===== src/rtl/tod_alarm_pkg.sv =====
package tod_alarm_pkg;

    localparam int unsigned BYTE_W = 8;
    localparam int unsigned N_ALM  = 4;

    typedef enum logic [2:0] {
        RATE_EVERY,
        RATE_S,
        RATE_MS,
        RATE_HMS,
        RATE_DATE,
        RATE_DOW
    } rate_e;

    typedef struct packed {
        logic [BYTE_W-1:0] dd;
        logic [BYTE_W-1:0] hr;
        logic [BYTE_W-1:0] mn;
        logic [BYTE_W-1:0] sc;
    } alarm_cfg_t;

    // mask is {K4,K3,K2,K1}; unlisted codes fall back to every second
    function automatic rate_e decode_rate(input logic [3:0] mask, input logic sel_dow);
        rate_e r;
        case (mask)
            4'b1111: r = RATE_EVERY;
            4'b1110: r = RATE_S;
            4'b1100: r = RATE_MS;
            4'b1000: r = RATE_HMS;
            4'b0000: r = sel_dow ? RATE_DOW : RATE_DATE;
            default: r = RATE_EVERY;
        endcase
        return r;
    endfunction

endpackage


===== src/rtl/alm_regs.sv =====
module alm_regs
    import tod_alarm_pkg::*;
#(
    parameter int unsigned AW = 3
) (
    input  logic              clk,
    input  logic              rst_n,
    input  logic              we,
    input  logic              re,
    input  logic [AW-1:0]     addr,
    input  logic [BYTE_W-1:0] wdata,
    input  logic              tdf,
    output alarm_cfg_t        cfg,
    output logic              tie,
    output logic              tpe,
    output logic              flag_rd,
    output logic [BYTE_W-1:0] rdata
);
    localparam logic [AW-1:0] OFS_CTRL = AW'(N_ALM);
    localparam logic [AW-1:0] OFS_FLAG = AW'(N_ALM + 1);

    typedef struct packed {
        logic [N_ALM-1:0][BYTE_W-1:0] alm;
        logic [1:0]                   ctrl;
        logic [BYTE_W-1:0]            rdata;
    } regs_t;

    regs_t st_d, st_q;

    always_comb begin
        st_d = st_q;
        if (we) begin
            for (int i = 0; i < N_ALM; i++) begin
                if (addr == AW'(i)) st_d.alm[i] = wdata;
            end
            if (addr == OFS_CTRL) st_d.ctrl = wdata[1:0];
        end
        if (re) begin
            st_d.rdata = '0;
            for (int i = 0; i < N_ALM; i++) begin
                if (addr == AW'(i)) st_d.rdata = st_q.alm[i];
            end
            if (addr == OFS_CTRL) st_d.rdata = {{(BYTE_W-2){1'b0}}, st_q.ctrl};
            if (addr == OFS_FLAG) st_d.rdata = {{(BYTE_W-1){1'b0}}, tdf};
        end
    end

    always_ff @(posedge clk or negedge rst_n) begin
        if (!rst_n) st_q <= '0;
        else        st_q <= st_d;
    end

    assign cfg     = alarm_cfg_t'(st_q.alm);
    assign tie     = st_q.ctrl[0];
    assign tpe     = st_q.ctrl[1];
    assign flag_rd = re && (addr == OFS_FLAG);
    assign rdata   = st_q.rdata;
endmodule


===== src/rtl/alm_cmp.sv =====
module alm_cmp
    import tod_alarm_pkg::*;
(
    input  alarm_cfg_t        cfg,
    input  logic [BYTE_W-1:0] t_sec,
    input  logic [BYTE_W-1:0] t_min,
    input  logic [BYTE_W-1:0] t_hour,
    input  logic [BYTE_W-1:0] t_dow,
    input  logic [BYTE_W-1:0] t_date,
    output rate_e             rate,
    output logic              hit
);
    logic s_eq, m_eq, h_eq, dt_eq, dw_eq;

    always_comb begin
        s_eq  = t_sec[6:0]  == cfg.sc[6:0];
        m_eq  = t_min[6:0]  == cfg.mn[6:0];
        h_eq  = t_hour[5:0] == cfg.hr[5:0];
        dt_eq = t_date[5:0] == cfg.dd[5:0];
        dw_eq = t_dow[2:0]  == cfg.dd[2:0];
        rate  = decode_rate({cfg.dd[7], cfg.hr[7], cfg.mn[7], cfg.sc[7]}, cfg.dd[6]);
        case (rate)
            RATE_S:    hit = s_eq;
            RATE_MS:   hit = s_eq && m_eq;
            RATE_HMS:  hit = s_eq && m_eq && h_eq;
            RATE_DATE: hit = s_eq && m_eq && h_eq && dt_eq;
            RATE_DOW:  hit = s_eq && m_eq && h_eq && dw_eq;
            default:   hit = 1'b1;
        endcase
    end
endmodule


===== src/rtl/tod_alarm_ctrl.sv =====
module tod_alarm_ctrl
    import tod_alarm_pkg::*;
#(
    parameter int unsigned AW = 3
) (
    input  logic              clk,
    input  logic              rst_n,
    input  logic              tick,
    input  logic [7:0]        t_sec,
    input  logic [7:0]        t_min,
    input  logic [7:0]        t_hour,
    input  logic [7:0]        t_dow,
    input  logic [7:0]        t_date,
    input  logic              reg_we,
    input  logic              reg_re,
    input  logic [AW-1:0]     reg_addr,
    input  logic [7:0]        reg_wdata,
    output logic [7:0]        reg_rdata,
    output logic              irq_n,
    output logic              pwr_n
);
    typedef struct packed {
        logic tdf;
    } flag_t;

    flag_t      fl_d, fl_q;
    alarm_cfg_t cfg;
    rate_e      rate;
    logic       hit, tie, tpe, flag_rd, tdf;

    alm_regs #(.AW(AW)) u_regs (
        .clk     (clk),
        .rst_n   (rst_n),
        .we      (reg_we),
        .re      (reg_re),
        .addr    (reg_addr),
        .wdata   (reg_wdata),
        .tdf     (tdf),
        .cfg     (cfg),
        .tie     (tie),
        .tpe     (tpe),
        .flag_rd (flag_rd),
        .rdata   (reg_rdata)
    );

    alm_cmp u_cmp (
        .cfg    (cfg),
        .t_sec  (t_sec),
        .t_min  (t_min),
        .t_hour (t_hour),
        .t_dow  (t_dow),
        .t_date (t_date),
        .rate   (rate),
        .hit    (hit)
    );

    // a strobe match outranks a clearing read in the same cycle
    always_comb begin
        fl_d = fl_q;
        if (flag_rd)     fl_d.tdf = 1'b0;
        if (tick && hit) fl_d.tdf = 1'b1;
    end

    always_ff @(posedge clk or negedge rst_n) begin
        if (!rst_n) fl_q <= '0;
        else        fl_q <= fl_d;
    end

    assign tdf   = fl_q.tdf;
    assign irq_n = !(tdf && tie);
    assign pwr_n = !(tdf && tpe);
endmodule


===== config.mk =====
export PLATFORM = sky130hd
export DESIGN_NAME = tod_alarm_ctrl
export DESIGN_NICKNAME = d
export VERILOG_FILES = /design/src/rtl/tod_alarm_pkg.sv /design/src/rtl/alm_regs.sv /design/src/rtl/alm_cmp.sv /design/src/rtl/tod_alarm_ctrl.sv
export SDC_FILE = /design/constraint.sdc
export NUM_CORES = 1
export LEC_CHECK = 0
export CAP_MARGIN = 20
export CORE_UTILIZATION = 40
export CTS_CLUSTER_DIAMETER = 80
export CTS_CLUSTER_SIZE = 10
export DETAILED_ROUTE_END_ITERATION = 12
export HOLD_SLACK_MARGIN = 0.02
export PLACE_DENSITY = 0.75
export SLEW_MARGIN = 20
export SYNTH_ARGS = -nofsm -noshare
export SYNTH_HDL_FRONTEND = slang
export SYNTH_SLANG_ARGS = --single-unit

===== constraint.sdc =====
create_clock -name clk -period 1.5 [get_ports clk]
set_clock_uncertainty 0.05 [all_clocks]
set_input_delay 0.3 -clock clk [delete_from_list [all_inputs] [get_ports clk]]
set_output_delay 0.3 -clock clk [all_outputs]
set_load 0.02 [all_outputs]

==> results of run 1 <==
==> cell usage after synthesis <==
cell type / count / area share [%]
or3_1: 1 / 0.27
nand2_1: 3 / 0.48
inv_1: 12 / 1.9
xor2_1: 10 / 3.8
o22ai_1: 6 / 1.6
nor2_1: 7 / 1.1
clkbuf_1: 1 / 0.16
and2_1: 1 / 0.27
a21oi_1: 4 / 0.86
mux4_2: 7 / 6.8
and3_1: 1 / 0.27
o32a_1: 1 / 0.43
nand4_1: 5 / 1.3
nand3_2: 1 / 0.43
nand4b_1: 1 / 0.38
nor3b_2: 1 / 0.54
xnor2_1: 19 / 7.1
nor4_1: 4 / 1.1
o31ai_1: 1 / 0.32
mux2i_1: 2 / 0.86
nand2b_1: 2 / 0.54
and2b_2: 1 / 0.38
o21a_1: 1 / 0.32
and2b_1: 1 / 0.32
nor2_4: 1 / 0.48
nor2b_1: 1 / 0.27
mux2_1: 1 / 0.48
o41ai_1: 1 / 0.38
dfrtp_1: 43 / 46
a31oi_1: 2 / 0.54
buf_4: 4 / 1.3
nand3_1: 2 / 0.43
mux2_2: 33 / 16
nor3_1: 1 / 0.21
mux4_1: 1 / 1.1
buf_2: 3 / 0.64
and3b_1: 1 / 0.38
==> timing repair <==
item                       4_1_cts  5_1_grt
gates cloned                     1        0
hold buffers                     1        0
pin swaps                        7        1
hold endpoints to repair        43        0
resized for setup               26        3
buffers inserted                 3        0
setup endpoints to repair       48       23
==> sequential cells by signal, indices dropped and copies added (netlist names) <==
name          cells
u_regs.cfg       32
u_regs.tpe        1
fl_q              1
u_regs.rdata      8
u_regs.tie        1
==> placed cells by master (no fill, tap or decap), types with 3 or more instances in the layout <==
master,count
buf_4,21
nor2_1,6
a21oi_1,4
o22ai_1,6
clkbuf_8,7
buf_12,4
xor2_1,10
clkdlybuf4s50_1,37
dfrtp_1,42
nor4_1,4
buf_6,3
inv_1,12
mux4_2,7
nand4_1,5
dlygate4sd2_1,14
mux2_2,32
xnor2_1,19
==> where the power goes <==
part	switching [mW]	total (mW)	internal (mW)	leakage, nW
clock	0.407	0.826	0.419	0.0505
combinational	0.471	1.16	0.694	0.858
sequential	0.221	1.62	1.40	0.519
==> final cells by class <==
type                       instances  area (sq um)
clock buffer                       7          96.3
clock inverter                     1          7.51
fill                             470          2250
inverter                          12          45.0
multi-input combinational        124          1180
sequential                        43          1080
tap                               72          90.1
timing repair buffer              84           830
==> how the worst min path moves through the flow <==
stage          depth (start not counted)   from  slack, ns         endpoint
5_1_grt                                3  rst_n       0.48       u_regs.tie
3_5_place_dp                           2  rst_n       0.25       u_regs.tpe
6_report                               3  rst_n       0.45       u_regs.tie
3_3_place_gp                           2  rst_n       0.24  u_regs.rdata[1]
4_1_cts                                3  rst_n       0.46   u_regs.cfg[16]
2_1_floorplan                          0  rst_n      -0.05             fl_q
==> metal layers <==
layer / vias to the layer above / wire [um] / share of wire [%] / GRT usage [%]
met5: - / 0 / 0 / 0
met4: 0 / 142 / 2.4 / 8.52
met3: 14 / 223 / 3.8 / 3.84
met2: 46 / 3010 / 51 / 36.0
met1: 862 / 2490 / 42 / 26.3
li1: 835 / - / - / -
==> worst max-delay path, delay by kind of cell (launching register included) <==
family	cells	cell delay (ns)
AND/OR/NAND/NOR	1	0.16
AO/OA/AOI/OAI	3	0.61
XOR/XNOR	1	0.16
flip-flops	1	0.45
==> cell families (layout without fill, tap and decap cells) <==
| kind of cell | count (synthesis) | count (layout) | synth area share, % |
|---|---|---|---|
| xor gates and xnor gates | 29 | 29 | 10.9 |
| and+or+nand+nor | 35 | 35 | 9.19 |
| buffers and inverters | 20 | 104 | 4.03 |
| AOI/OAI and AO/OA | 16 | 16 | 4.46 |
| DFF | 43 | 43 | 46.2 |
| muxes | 44 | 44 | 25.2 |
==> impl_metrics.py, run 1 <==
metrics = {
    "layout": {
        "antenna_cells": 0,
        "fin_util_pct": 59.6,
        "final_cell_area_sq_mm": 0.00332,
        "fin_nets": 326,
        "area_growth_pct": 42.8,
        "fin_cells": 343,
        "drive_above_1_share_pct": 32.8,
    },
    "timing": {
        "setup_violations": 1,
        "worst_slew_pin_slew_ns": 0.313,
        "hold-worst-slack_ns": 0.447,
        "fin_setup_tns_ns": -0.0240,
        "fmax_ghz": 0.656,
        "finalHoldViolations": 0,
        "slew_violations": 0,
        "rsz0062_at_grt": "yes",
        "timing.final.crit_period_ns": 1.52,
        "fin_crit_sh_pct": 102,
        "fin_ws_ns": -0.0240,
        "relSlewSlack_pct": 79.0,
    },
    "cts": {
        "clockRootBuffer": "clkbuf_8",
        "clk_pin_slew_worst_paths_ns": 0.08,
        "h-tree-depth": 2,
        "clock_latency_ns": 0.30,
        "clock_path_buffers": 2,
        "cts.sinks": 43,
        "cts_buffers": 5,
        "tritoncts": "done",
    },
    "die": {
        "io_pins": 66,
        "start_util_pct": 41.8,
        "die_area_sq_mm": 0.00613,
        "die_height_um": 78.3,
        "dieWidth_um": 78.3,
        "core_area_sq_mm": 0.00557,
        "num_rows": 27,
    },
    "worst_setup_path": {
        "r2r_slack_ns": -0.02,
        "crit_path_start": "u_regs.cfg[25]",
        "r2r_cells": 5,
        "path_class": "reg -> reg",
        "rr_endpoint": "fl_q",
        "critPathCapture": "fl_q",
        "crit_fanout": 3,
        "critPathLaunchType": "flip-flop",
        "regToRegStartpoint": "u_regs.cfg[25]",
        "critPathMaxStageDelay_ns": 0.45,
        "cpMaxStageDelayCell": "dfrtp_2",
        "crit_chain": "xor2_1, nor3b_2, a31oi_1, o32a_1, o31ai_1",
        "cp-end-kind": "flip-flop",
        "arrival_ns": 1.68,
        "cp.required_ns": 1.66,
    },
    "place": {
        "place_hpwl_mm": 4.45,
        "globalplace.congestion": 0.841,
        "io_buffers": 54,
        "dp_cells": 330,
        "pre_cts_slack_ns": -0.508,
        "dpl-instance-area_sq_mm": 0.00312,
    },
    "routing": {
        "routed_wirelength_mm": 5.87,
        "via_per_inst": 5.12,
        "dr.pass1.iters": 4,
        "drcViolationCount": 0,
        "drtIter0Drc": 76,
        "drtAntennaViolNets": 0,
        "vias": 1757,
        "wl_per_cell_um": 17.1,
    },
    "pwr": {
        "irDropWorstVdd_mv": 0.581,
        "leakagePower_nw": 1.43,
        "report.power.total_mw": 3.61,
        "power-per-cell-area_mw_per_mm2": 1090,
    },
    "yosys": {
        "syn_area_sq_mm": 0.00233,
        "ys_seq_area_share_pct": 46.2,
        "syn_avg_cell_area_sq_um": 12.5,
        "synthCells": 187,
        "synth_nets": 243,
        "ys_ff_latch": 43,
        "ys_warn_count": 0,
        "synth.distinct_cells": 37,
    },
    "grt": {
        "first_global_vias": 1866,
        "grtUsageTotal_pct": 21.1,
        "grt_pass1_wl_mm": 9.43,
        "antenna_found_initial": 0,
        "grt_start_max_net_pins": 44,
        "overflow": 0,
    },
    "worst_hold_path": {
        "hold_path.class": "in -> async",
    },
    "outcome": {
        "violations": "setup timing",
        "status": "finished, violations left",
    },
    "job": {
        "maxCapViolCount": 0,
    },
}
Note: power is estimated with default switching activity, not from simulation.
==> run 2, diff against run 1 <==
- CTS_CLUSTER_SIZE: 10 -> 14
==> results of run 2 <==
No change in the layout: final DEF, timing and power equal those of run 1.
==> run 3, diff against run 2 <==
--- a/config.mk
+++ b/config.mk
@@ -8,3 +8,5 @@
 export CAP_MARGIN = 20
-export CORE_UTILIZATION = 40
+export CELL_PAD_IN_SITES_DETAIL_PLACEMENT = 0
+export CELL_PAD_IN_SITES_GLOBAL_PLACEMENT = 1
+export CORE_UTILIZATION = 37
 export CTS_CLUSTER_DIAMETER = 80
@@ -13,3 +15,3 @@
 export HOLD_SLACK_MARGIN = 0.02
-export PLACE_DENSITY = 0.75
+export PLACE_DENSITY = 0.82
 export SLEW_MARGIN = 20
==> constraint.sdc (replaced) <==
create_clock -name clk -period 1.7 [get_ports clk]
set_clock_uncertainty 0.05 [all_clocks]
set_input_delay 0.425 -clock clk [delete_from_list [all_inputs] [get_ports clk]]
set_output_delay 0.425 -clock clk [all_outputs]
set_load 0.02 [all_outputs]
==> run 3 against run 2 <==
Compared with the run above: the flow still finishes with violations (setup timing); count of clock-buffer cells in the layout fell by 2; via count decreased by 3.8%; setup slack lost 0.0022 ns; critical path depth rose by 1; total power is 13% lower; sequential power down 10%; sequential share of layout area increased by 0.93 points; cell count decreased by 3.5%; non-clock buffer count shrank 14; routed wire length down 5.1%; cell area decreased by 2.9%.
==> impl_metrics.py, run 3 (synthesis results as in run 1) <==
metrics = {
    "outcome": {
        "status": "finished, violations left",
        "violations": "setup timing",
    },
    "worst_setup_path": {
        "crit_chain": "clkdlybuf4s50_1, xor2_1, nor3b_2, a31oi_1, o32a_1, o31ai_1",
        "cpMaxStageDelayCell": "clkdlybuf4s50_1",
        "cp.required_ns": 1.84,
        "crit_fanout": 1,
        "crit_buf_inv": 1,
        "arrival_ns": 1.87,
        "critPathLaunchType": "input pin",
        "cp-end-kind": "flip-flop",
        "path_class": "in -> reg",
        "cpLargestDelayFamily": "compound AO/OA/AOI/OAI gates",
        "critPathMaxStageDelay_ns": 0.43,
    },
    "grt": {
        "grt_pass1_wl_mm": 8.72,
        "overflow": 0,
        "first_global_vias": 1710,
        "grt_start_max_net_pins": 44,
        "antenna_found_initial": 0,
        "grtUsageTotal_pct": 18.4,
    },
    "worst_hold_path": {
        "hold_path.class": "in -> async",
    },
    "layout": {
        "mostFrequentLayoutCell": "dfrtp_1",
        "layout_common_cells": "dfrtp_1 (43), clkdlybuf4s50_1 (39), mux2_2 (33), xnor2_1 (19), inv_1 (12)",
        "antenna_cells": 0,
        "fin_nets": 312,
        "fin_util_pct": 53.9,
        "largest_reg_flops": 32,
        "area_growth_pct": 38.6,
        "drive_above_1_share_pct": 27.3,
        "final_cell_area_sq_mm": 0.00323,
    },
    "cts": {
        "clock_latency_ns": 0.29,
        "cts.sinks": 43,
        "h-tree-depth": 2,
        "cts_hold_buf": 0,
        "clock_path_buffers": 2,
        "clk_pin_slew_worst_paths_ns": 0.08,
        "cts_buffers": 5,
        "clockRootBuffer": "clkbuf_8",
        "tritoncts": "done",
    },
    "pwr": {
        "power-per-cell-area_mw_per_mm2": 976,
        "irDropWorstVdd_mv": 0.393,
        "leakagePower_nw": 1.37,
        "report.power.total_mw": 3.15,
    },
    "timing": {
        "relSlewSlack_pct": 75.9,
        "worst_slew_pin_slew_ns": 0.357,
        "timing.final.crit_period_ns": 1.73,
        "fmax_ghz": 0.579,
        "fin_ws_ns": -0.0263,
        "rsz0062_at_grt": "yes",
        "setup_violations": 1,
        "hold-worst-slack_ns": 0.0485,
        "slew_violations": 0,
        "fin_crit_sh_pct": 102,
        "finalHoldViolations": 0,
    },
    "routing": {
        "routed_wirelength_mm": 5.57,
        "dr.pass1.iters": 4,
        "drcViolationCount": 0,
        "vias": 1690,
        "wl_per_cell_um": 16.8,
        "drtIter0Drc": 91,
        "via_per_inst": 5.11,
        "drtAntennaViolNets": 0,
    },
    "place": {
        "place_hpwl_mm": 4.18,
        "pre_cts_slack_ns": -0.359,
        "globalplace.congestion": 0.768,
        "dpl-instance-area_sq_mm": 0.00306,
        "io_buffers": 54,
    },
    "die": {
        "start_util_pct": 38.9,
        "core_area_sq_mm": 0.00599,
        "num_rows": 28,
        "io_pins": 66,
        "die_area_sq_mm": 0.00661,
        "die_height_um": 81.3,
        "dieWidth_um": 81.3,
    },
    "job": {
        "maxCapViolCount": 0,
    },
}
[run 3: changes by cell type in the layout (fill, tap and decap cells not counted), moves of 2 or more]
cell / delta
buf_4: -11
buf_6: -3
dlygate4sd2_1: -3
clkbuf_8: -2
clkdlybuf4s50_1: +2
dlymetal6s2s_1: +2
[run 3: cell type report]
| cell class | instances | area [sq um] |
|---|---|---|
| Timing Repair Buffer | 70 | 737 |
| Multi-Input combinational cell | 124 | 1170 |
| Tap cell | 75 | 93.8 |
| Inverter | 12 | 45.0 |
| Fill cell | 536 | 2760 |
| Sequential cell | 43 | 1080 |
| Clock buffer | 5 | 68.8 |
| Clock inverter | 2 | 37.5 |
[run 3: stage by stage]
stage / std cells / TNS (ns)
2_1_floorplan: 187 / 0
3_3_place_gp: 322 / -13.34
3_5_place_dp: 322 / -13.47
4_1_cts: 331 / -0.0758
5_1_grt: 331 / -0.0664
6_report: 331 / -0.0263
[run 3: per-layer routing]
layer | track usage [%] | up-vias | share of wire (%)
li1 | - | 802 | -
met1 | 23.2 | 819 | 43
met2 | 30.4 | 56 | 50
met3 | 4.27 | 13 | 5.1
met4 | 6.96 | 0 | 2.1
met5 | 0 | - | 0
[run 3: power by group]
part	internal, mW	switching, mW	leakage, nW	total (mW)
logic	0.560	0.373	0.797	0.933
registers	1.23	0.212	0.520	1.45
clock network	0.429	0.343	0.0502	0.772
total	2.22	0.928	1.37	3.15
[run 3: what timing repair did]
| action | in CTS | in global routing |
|---|---|---|
| pin swaps | 2 | 4 |
| setup buffers | 1 | 0 |
| setup endpoints to repair | 41 | 15 |
| gates resized for setup | 13 | 5 |
| cloned | 1 | 0 |
[run 3: worst paths after layout]
path	from	endpoint	slack [ns]	cells past startpoint
setup / recovery	t_dow[1]	fl_q	-0.03	6
hold / removal	rst_n	u_regs.rdata[7]	0.05	2
setup reg to reg	u_regs.cfg[25]	fl_q	0.03	5
hold reg to reg	u_regs.cfg[22]	u_regs.cfg[22]	0.46	1
max in group asynchronous	rst_n	u_regs.cfg[19]	1.35	2
min in group clk	u_regs.cfg[22]	u_regs.cfg[22]	0.46	1
